**config.mk**
```make
export PLATFORM = sky130hd
export DESIGN_NAME = pfwp_ctrl
export DESIGN_NICKNAME = d
export VERILOG_FILES = /design/src/rtl/pfwp_pkg.sv /design/src/rtl/pfwp_flag_filter.sv /design/src/rtl/pfwp_timer.sv /design/src/rtl/pfwp_ctrl.sv
export SDC_FILE = /design/constraint.sdc
export NUM_CORES = 1
export LEC_CHECK = 0
export BUFFER_PORTS_ARGS = -buffer_cell sky130_fd_sc_hd__buf_4
export CELL_PAD_IN_SITES_DETAIL_PLACEMENT = 0
export CELL_PAD_IN_SITES_GLOBAL_PLACEMENT = 1
export CORE_MARGIN = 1
export CORE_UTILIZATION = 42
export CTS_CLUSTER_SIZE = 16
export DETAILED_ROUTE_END_ITERATION = 12
export MAX_ROUTING_LAYER = met4
export PLACE_DENSITY_LB_ADDON = 0.15
export REMOVE_ABC_BUFFERS = 1
export SLEW_MARGIN = 20
export SYNTH_ARGS = -nofsm -noshare
export SYNTH_HDL_FRONTEND = slang
export SYNTH_SLANG_ARGS = --single-unit
```
**constraint.sdc**
```tcl
create_clock -name clk -period 2.5 [get_ports clk]
set_clock_uncertainty 0.15 [all_clocks]
set_input_delay 0.5 -clock clk [delete_from_list [all_inputs] [get_ports clk]]
set_output_delay 0.5 -clock clk [all_outputs]
set_load 0.01 [all_outputs]
```
**src/rtl/pfwp_pkg.sv**
```systemverilog
package pfwp_pkg;

  typedef enum logic [2:0] {
    ST_NORMAL    = 3'd0,
    ST_PENDING   = 3'd1,
    ST_PROTECTED = 3'd2,
    ST_BATTERY   = 3'd3,
    ST_RECOVERY  = 3'd4
  } pfwp_state_e;

  // Host strobes may reach the array only in these states.
  function automatic logic path_open(input pfwp_state_e st);
    return (st == ST_NORMAL) || (st == ST_PENDING);
  endfunction

endpackage

```
**src/rtl/pfwp_flag_filter.sv**
```systemverilog
module pfwp_flag_filter #(
  parameter int FILT_LEN = 4
) (
  input  logic clk,
  input  logic rst,
  input  logic raw_in,
  output logic flt_out
);
  localparam int CW = $clog2(FILT_LEN + 1);

  logic          s1_q, s2_q;
  logic [CW-1:0] run_q;

  always_ff @(posedge clk) begin
    if (rst) begin
      s1_q    <= 1'b0;
      s2_q    <= 1'b0;
      flt_out <= 1'b0;
      run_q   <= '0;
    end else begin
      s1_q <= raw_in;
      s2_q <= s1_q;
      if (s2_q == flt_out) begin
        run_q <= '0;
      end else if (run_q == CW'(FILT_LEN - 1)) begin
        flt_out <= s2_q;
        run_q   <= '0;
      end else begin
        run_q <= run_q + 1'b1;
      end
    end
  end
endmodule

```
**src/rtl/pfwp_timer.sv**
```systemverilog
module pfwp_timer #(
  parameter int TW = 8
) (
  input  logic          clk,
  input  logic          load,
  input  logic [TW-1:0] load_val,
  output logic          done
);
  logic [TW-1:0] cnt_q;

  always_ff @(posedge clk) begin
    if (load) begin
      cnt_q <= load_val;
    end else if (cnt_q != '0) begin
      cnt_q <= cnt_q - 1'b1;
    end
  end

  assign done = (cnt_q == '0);
endmodule

```
**src/rtl/pfwp_ctrl.sv**
```systemverilog
module pfwp_ctrl
  import pfwp_pkg::*;
#(
  parameter int FILT_LEN = 4,
  parameter int WP_CYC   = 5000,
  parameter int REC_CYC  = 3000000
) (
  input  logic clk,
  input  logic rst,
  input  logic pf_below_dsel,
  input  logic pf_below_swo,
  input  logic host_sel,
  input  logic host_wr,
  input  logic host_rd,
  output logic mem_cs,
  output logic mem_we,
  output logic mem_dq_oe,
  output logic wr_protect,
  output logic bat_select
);
  localparam int NFLAG = 2;
  localparam int MAXC  = (WP_CYC > REC_CYC) ? WP_CYC : REC_CYC;
  localparam int TW    = (MAXC > 1) ? $clog2(MAXC) : 1;
  localparam logic [TW-1:0] WP_LOAD  = TW'(WP_CYC - 1);
  localparam logic [TW-1:0] REC_LOAD = TW'(REC_CYC - 1);

  logic [NFLAG-1:0] raw_flags, flt_flags;
  logic             dsel_low, swo_low;

  assign raw_flags = {pf_below_swo, pf_below_dsel};

  for (genvar i = 0; i < NFLAG; i++) begin : g_flag
    pfwp_flag_filter #(.FILT_LEN(FILT_LEN)) u_filt (
      .clk    (clk),
      .rst    (rst),
      .raw_in (raw_flags[i]),
      .flt_out(flt_flags[i])
    );
  end

  assign dsel_low = flt_flags[0];
  assign swo_low  = flt_flags[1];

  pfwp_state_e   state_q, state_n;
  logic          t_load_n, t_load, t_done;
  logic [TW-1:0] t_val_n, t_val;

  assign t_load = rst | t_load_n;
  assign t_val  = rst ? REC_LOAD : t_val_n;

  pfwp_timer #(.TW(TW)) u_timer (
    .clk     (clk),
    .load    (t_load),
    .load_val(t_val),
    .done    (t_done)
  );

  always_comb begin
    state_n  = state_q;
    t_load_n = 1'b0;
    t_val_n  = '0;
    unique case (state_q)
      ST_NORMAL: begin
        if (swo_low) begin
          state_n = ST_BATTERY;
        end else if (dsel_low) begin
          if (host_sel) begin
            state_n  = ST_PENDING;
            t_load_n = 1'b1;
            t_val_n  = WP_LOAD;
          end else begin
            state_n = ST_PROTECTED;
          end
        end
      end
      ST_PENDING: begin
        if (swo_low) begin
          state_n = ST_BATTERY;
        end else if (!host_sel || t_done) begin
          state_n = ST_PROTECTED;
        end
      end
      ST_PROTECTED: begin
        if (swo_low) begin
          state_n = ST_BATTERY;
        end else if (!dsel_low) begin
          state_n  = ST_RECOVERY;
          t_load_n = 1'b1;
          t_val_n  = REC_LOAD;
        end
      end
      ST_BATTERY: begin
        if (!swo_low) begin
          state_n = ST_PROTECTED;
        end
      end
      ST_RECOVERY: begin
        if (swo_low) begin
          state_n = ST_BATTERY;
        end else if (dsel_low) begin
          state_n = ST_PROTECTED;
        end else if (t_done) begin
          state_n = ST_NORMAL;
        end
      end
      default: state_n = ST_RECOVERY;
    endcase
  end

  logic open_n;
  assign open_n = path_open(state_n);

  always_ff @(posedge clk) begin
    if (rst) begin
      state_q    <= ST_RECOVERY;
      mem_cs     <= 1'b0;
      mem_we     <= 1'b0;
      mem_dq_oe  <= 1'b0;
      wr_protect <= 1'b1;
      bat_select <= 1'b0;
    end else begin
      state_q    <= state_n;
      mem_cs     <= open_n & host_sel;
      mem_we     <= open_n & host_sel & host_wr;
      mem_dq_oe  <= open_n & host_sel & host_rd & ~host_wr;
      wr_protect <= ~open_n;
      bat_select <= (state_n == ST_BATTERY);
    end
  end
endmodule

```
==> results.toml, run 1 <==
[sta]
fmax_ghz = 0.423
max-slew-margin-rel_pct = 65.2
drv_slew = 0
worstMarginPinSlew_ns = 0.521
setup_viol = 0
finalHoldViolCount = 0
rsz0062_at_grt = "no"
post-route-min-period_ns = 2.36
finalSetupTns_ns = 0
finalCritPeriodShare_pct = 94.5
finalWorstSetupSlack_ns = 0.137

[synthesis]
synth-edff-count = 22
synth.avg_cell_area_sq_um = 10.4
yosysWarnings = 0
ys_seq_area_share_pct = 53.5
yosys_register_bits = 42
synth.distinct_cells = 39
yosys_most_used_dff = "edfxtp_1"
synthCells = 190
synthesis.area_sq_mm = 0.00198
async_reset_ff_share_pct = 0

[setup_path]
critical_path_class = "reg2reg"
cp_num_buf_inv = 0
path_cells = "or4_1 -> nor3_4 -> nand4_2 -> or2_2"
startpoint_type = "flip-flop"
cp.arrival_ns = 2.19
critPathMaxFanout = 22
cp_slowest_cell = "or4_1"
required_ns = 2.32
end_kind = "flip-flop"
crit_path_max_incr_delay_ns = 0.61
crit_family = "simple AND/OR/NAND/NOR gates"

[placed_design]
port_buffers = 11
dp_slack_ns = 0.127
hpwl_microns = 2840
place.gp.congestion = 0.769
placed_cell_area_sq_mm = 0.00220

[cts]
numCtsBuffers = 5
clkLatencyLatePin_ns = 0.29
cts_tree = "done"
root_buffer = "clkbuf_8"
hold_buffers = 0
cts_sinks = 42
post_cts_buffers = 0
clk_pin_slew_ns = 0.07
clockBufferDepth = 2
cts_resized = 0
htree_levels = 2

[power_and_ir_drop]
finalPower_uw = 1200
worst_ir_drop_vdd_mv = 0.281
p_leak_uw = 0.000822
powerDensity_mw_per_mm2 = 527

[final_layout]
final_util_pct = 51.3
fillCellCount = 442
layout-drive-gt1-share_pct = 16.3
fin_nets = 227
syn2layout_area_growth_pct = 14.9
antenna_cells = 0
design_area_sq_mm = 0.00228

[floorplan]
ioPinCount = 12
die_w_microns = 70.7
core_area_sq_mm = 0.00444
rows = 24
dieArea_sq_mm = 0.00500
dieHeight_microns = 70.7
start_util_pct = 44.7

[routing]
drc = 0
first_pass_iters = 4
antenna_left = 0
vias_per_cell = 5.52
drt-wirelength-per-cell_microns = 14.9
vias = 1474
drtIter0Drc = 70
wirelength_microns = 3970

[job]
cap_viol_max_count = 0

[grt]
grt_pass1_vias = 1536
grt.overflow.total = 0
grt_pass1_wl_microns = 6840
grt_max_degree = 23
antenna_found_initial = 0
grtUsageTotal_pct = 18.2

[status]
status = "completed"

[min_path]
hp-class = "reg2reg"
==> synth_stat cells (all sizes together) (2+ instances only) <==
library cell / n / area share (%)
nor4b: 2 / 0.88
or3: 5 / 1.6
nor3: 7 / 2.3
mux2i: 2 / 1.0
edfxtp: 22 / 33
nand2b: 2 / 0.63
inv: 8 / 1.5
nor2b: 4 / 1.3
xor2: 12 / 5.3
or4: 3 / 1.4
nand4: 5 / 1.9
nand2: 12 / 2.3
clkbuf: 5 / 0.95
and3b: 2 / 0.88
nand3: 7 / 1.8
dfxtp: 20 / 20
ha: 6 / 3.8
a21oi: 2 / 0.50
nor4: 6 / 1.9
xnor2: 8 / 3.5
nor2: 23 / 4.4
o21ai: 14 / 3.5
==> where the power goes <==
part | total [uW] | switching (uW) | internal (uW)
logic | 43.6 | 23.8 | 19.8
clock network | 425 | 216 | 209
registers | 733 | 5.92 | 727
total | 1200 | 245 | 956
==> kinds of logic (layout without fill, tap and decap cells) <==
logic type / Yosys count / in the layout / synth area share (%)
DFF: 42 / 42 / 53.5
buffers and inverters: 13 / 38 / 2.46
muxes: 2 / 2 / 1.01
and+or+nand+nor: 83 / 83 / 23.1
AOI/OAI and AO/OA: 24 / 24 / 7.38
xor gates and xnor gates: 20 / 20 / 8.83
adders and majority gates: 6 / 6 / 3.78
==> layout by cell type, fill, tap and decap left out, drive strengths merged, types with 2 or more instances in the layout <==
cell / count
nor2: 23
buf: 22
edfxtp: 22
dfxtp: 20
o21ai: 14
xor2: 12
nand2: 12
inv: 8
xnor2: 8
clkbuf: 8
nand3: 7
nor3: 7
nor4: 6
ha: 6
or3: 5
nand4: 5
nor2b: 4
or4: 3
nand2b: 2
nor4b: 2
and3b: 2
a21oi: 2
mux2i: 2
==> flip-flops by register name, summed over array words and instances (netlist names) <==
name,cells
bat_select,1
g_flag.u_filt.flt_out,2
g_flag.u_filt.run_q,6
g_flag.u_filt.s1_q,2
g_flag.u_filt.s2_q,2
mem_cs,1
mem_dq_oe,1
mem_we,1
state_q,3
u_timer.cnt_q,22
wr_protect,1
==> final timing paths <==
| check | start | endpoint | slack, ns | cells past startpoint |
|---|---|---|---|---|
| max | u_timer.cnt_q[12] | u_timer.cnt_q[6] | 0.14 | 4 |
| min | g_flag[0].u_filt.run_q[0] | g_flag[0].u_filt.run_q[0] | 0.27 | 1 |
| max reg2reg | u_timer.cnt_q[12] | u_timer.cnt_q[6] | 0.14 | 4 |
| min reg2reg | g_flag[0].u_filt.run_q[0] | g_flag[0].u_filt.run_q[0] | 0.27 | 1 |
==> routing by layer <==
| metal | vias to the layer above | routed length (microns) | global-route usage, % |
|---|---|---|---|
| li1 | 727 | - | - |
| met1 | 711 | 1770 | 20.4 |
| met2 | 32 | 2040 | 31.6 |
| met3 | 4 | 104 | 3.85 |
| met4 | 0 | 61 | 7.33 |
| met5 | - | 0 | - |
==> final cells by class <==
type                    instances  area, sq um  share of cell area (%)
clock buffers                   8         83.8                    3.68
flip-flops and latches         42         1060                    46.5
well taps                      52         65.1                    2.85
multi-input cells             135          875                    38.4
repair buffers                 22          165                    7.24
inverters                       8         30.0                    1.32
==> metrics by stage <==
stage / hold WS [ns] / std cells
detailed placement: 0.267 / 259
global route: 0.285 / 267
floorplan: 0.249 / 185
CTS: 0.264 / 267
finish: 0.271 / 267
global placement: 0.257 / 259
Power figures use the tool's default switching activity.
==> inputs of run 2 (changes only) <==
--- a/config.mk
+++ b/config.mk
@@ -6,10 +6,8 @@
 export NUM_CORES = 1
 export LEC_CHECK = 0
 export BUFFER_PORTS_ARGS = -buffer_cell sky130_fd_sc_hd__buf_4
-export CELL_PAD_IN_SITES_DETAIL_PLACEMENT = 0
-export CELL_PAD_IN_SITES_GLOBAL_PLACEMENT = 1
 export CORE_MARGIN = 1
-export CORE_UTILIZATION = 42
+export CORE_UTILIZATION = 52
 export CTS_CLUSTER_SIZE = 16
 export DETAILED_ROUTE_END_ITERATION = 12
 export MAX_ROUTING_LAYER = met4
==> run 2 against run 1 <==
Against the previous run:
- sequential power hardly changed
- sequential share of layout area grew 0.26 points
- power rose by 1.3%
- highest routed layer unchanged
==> results.toml, run 2 (same netlist as run 1, synthesis figures left out) <==
[placed_design]
placed_cell_area_sq_mm = 0.00218
place.gp.congestion = 0.808
hpwl_microns = 2810
port_buffers = 11

[power_and_ir_drop]
p_comb_share_pct = 3.6
intPower_uw = 970
clock_power_share_pct = 36.1
p_switching_uw = 247
seq_power_share_pct = 60.3
p_leak_uw = 0.000819
sw_frac_of_total_pct = 20.3
powerDensity_mw_per_mm2 = 537
worst_ir_drop_vdd_mv = 0.448

[sta]
worstMarginPinSlew_ns = 0.584
finalSetupTns_ns = 0
finalCritPeriodShare_pct = 95.0
post-route-min-period_ns = 2.37
drv_slew = 0
rsz0062_at_grt = "no"
fmax_ghz = 0.421
setup_viol = 0
finalHoldViolCount = 0
max-slew-margin-rel_pct = 60.9

[floorplan]
dieArea_sq_mm = 0.00407
start_util_pct = 54.2
ioPinCount = 12
core_area_sq_mm = 0.00366
dieHeight_microns = 63.8
rows = 22
die_w_microns = 63.8

[cts]
clk_pin_slew_ns = 0.08
htree_levels = 2
post_cts_buffers = 0
clkLatencyLatePin_ns = 0.29
root_buffer = "clkbuf_8"
clockBufferDepth = 2
cts_tree = "done"
cts_sinks = 42
cts_resized = 0
hold_buffers = 0
numCtsBuffers = 5

[final_layout]
fin_nets = 225
top_register = "u_timer.cnt_q"
fillCellCount = 323
syn2layout_area_growth_pct = 14.2
largestRegisters = "u_timer.cnt_q (22), g_flag.u_filt.run_q (6), state_q (3)"
mostFrequentLayoutCell = "nor2_1"
layout-drive-gt1-share_pct = 16.0
largest_reg_flops = 22
antenna_cells = 0
design_area_sq_mm = 0.00227
layout_common_cells = "nor2_1, edfxtp_1, dfxtp_1, buf_4, o21ai_0"
final_util_pct = 61.9

[grt]
antenna_found_initial = 0
grtUsageTotal_pct = 23.1
grt_use_met1_pct = 25.4
grt-busiest-layer = "met2"
use_met2_pct = 40.6
grt_pass1_wl_microns = 6780
use_met3_pct = 5.89
grt.overflow.total = 0
grt_max_degree = 23
grt_pass1_vias = 1511

[routing]
vias = 1451
wirelength_microns = 3920
drtIter0Drc = 69
drc = 0
antenna_left = 0
drt-wirelength-per-cell_microns = 15.0
vias_per_cell = 5.56
first_pass_iters = 4

[setup_path]
crit_path_start = "u_timer.cnt_q[7]"
cp.arrival_ns = 2.20
crit_path_max_incr_delay_ns = 0.56
reg2reg_from = "u_timer.cnt_q[7]"
end_kind = "flip-flop"
path_cells = "or4_4 -> nor3_4 -> nand4_2 -> or2_2"
crit_family = "simple AND/OR/NAND/NOR gates"
startpoint_type = "flip-flop"
cp_slowest_cell = "or4_4"
critPathMaxFanout = 22
critical_path_class = "reg2reg"
cp_num_buf_inv = 0
required_ns = 2.32

[min_path]
hp-class = "reg2reg"
worstHoldStart = "g_flag[1].u_filt.run_q[0]"

[status]
status = "completed"

[job]
cap_viol_max_count = 0
[run 2: worst register-to-register path: stages, from the launching register on]
cell,delay (ns)
edfxtp_1,0.47
or4_4,0.56
nor3_4,0.21
nand4_2,0.13
or2_2,0.53
[run 2: worst paths after layout]
kind	to	slack (ns)	cells past startpoint
setup / recovery	u_timer.cnt_q[21]	0.13	4
hold / removal	g_flag[1].u_filt.run_q[0]	0.28	1
setup reg to reg	u_timer.cnt_q[21]	0.13	4
hold reg to reg	g_flag[1].u_filt.run_q[0]	0.28	1
[run 2: stage by stage]
stage	power [uW]	hold slack, ns	worst slack, ns	std cells
floorplan	770	0.249	0.131	185
global placement	790	0.256	0.186	253
detailed placement	794	0.265	0.147	253
CTS	1230	0.273	0.129	261
global route	1270	0.269	0.0391	261
finish	1220	0.275	0.125	261
[run 2: final cells by class]
| type | instances | area, sq um | share of cell area, % |
|---|---|---|---|
| clock buffers | 7 | 86.3 | 3.81 |
| well taps | 48 | 60.1 | 2.65 |
| repair buffers | 20 | 150 | 6.62 |
| multi-input cells | 135 | 875 | 38.6 |
| flip-flops and latches | 42 | 1060 | 46.8 |
| inverters | 8 | 30.0 | 1.32 |
| clock inverters | 1 | 5.00 | 0.221 |
[run 2: power by group through the flow]
stage                     registers [uW]  clock network [uW]  logic (uW)
final                                733                 440        43.9
after global routing                 734                 484        49.9
after CTS                            733                 449        45.0
after detailed placement             749                   0        44.8
after global placement               748                   0        41.9
after floorplan                      748                   0        22.2
[run 2: metal layers]
metal,vias up,part of all wire [%]
met2,25,54
met4,0,0.36
met3,2,2.9
li1,723,-
met1,701,43
met5,-,0
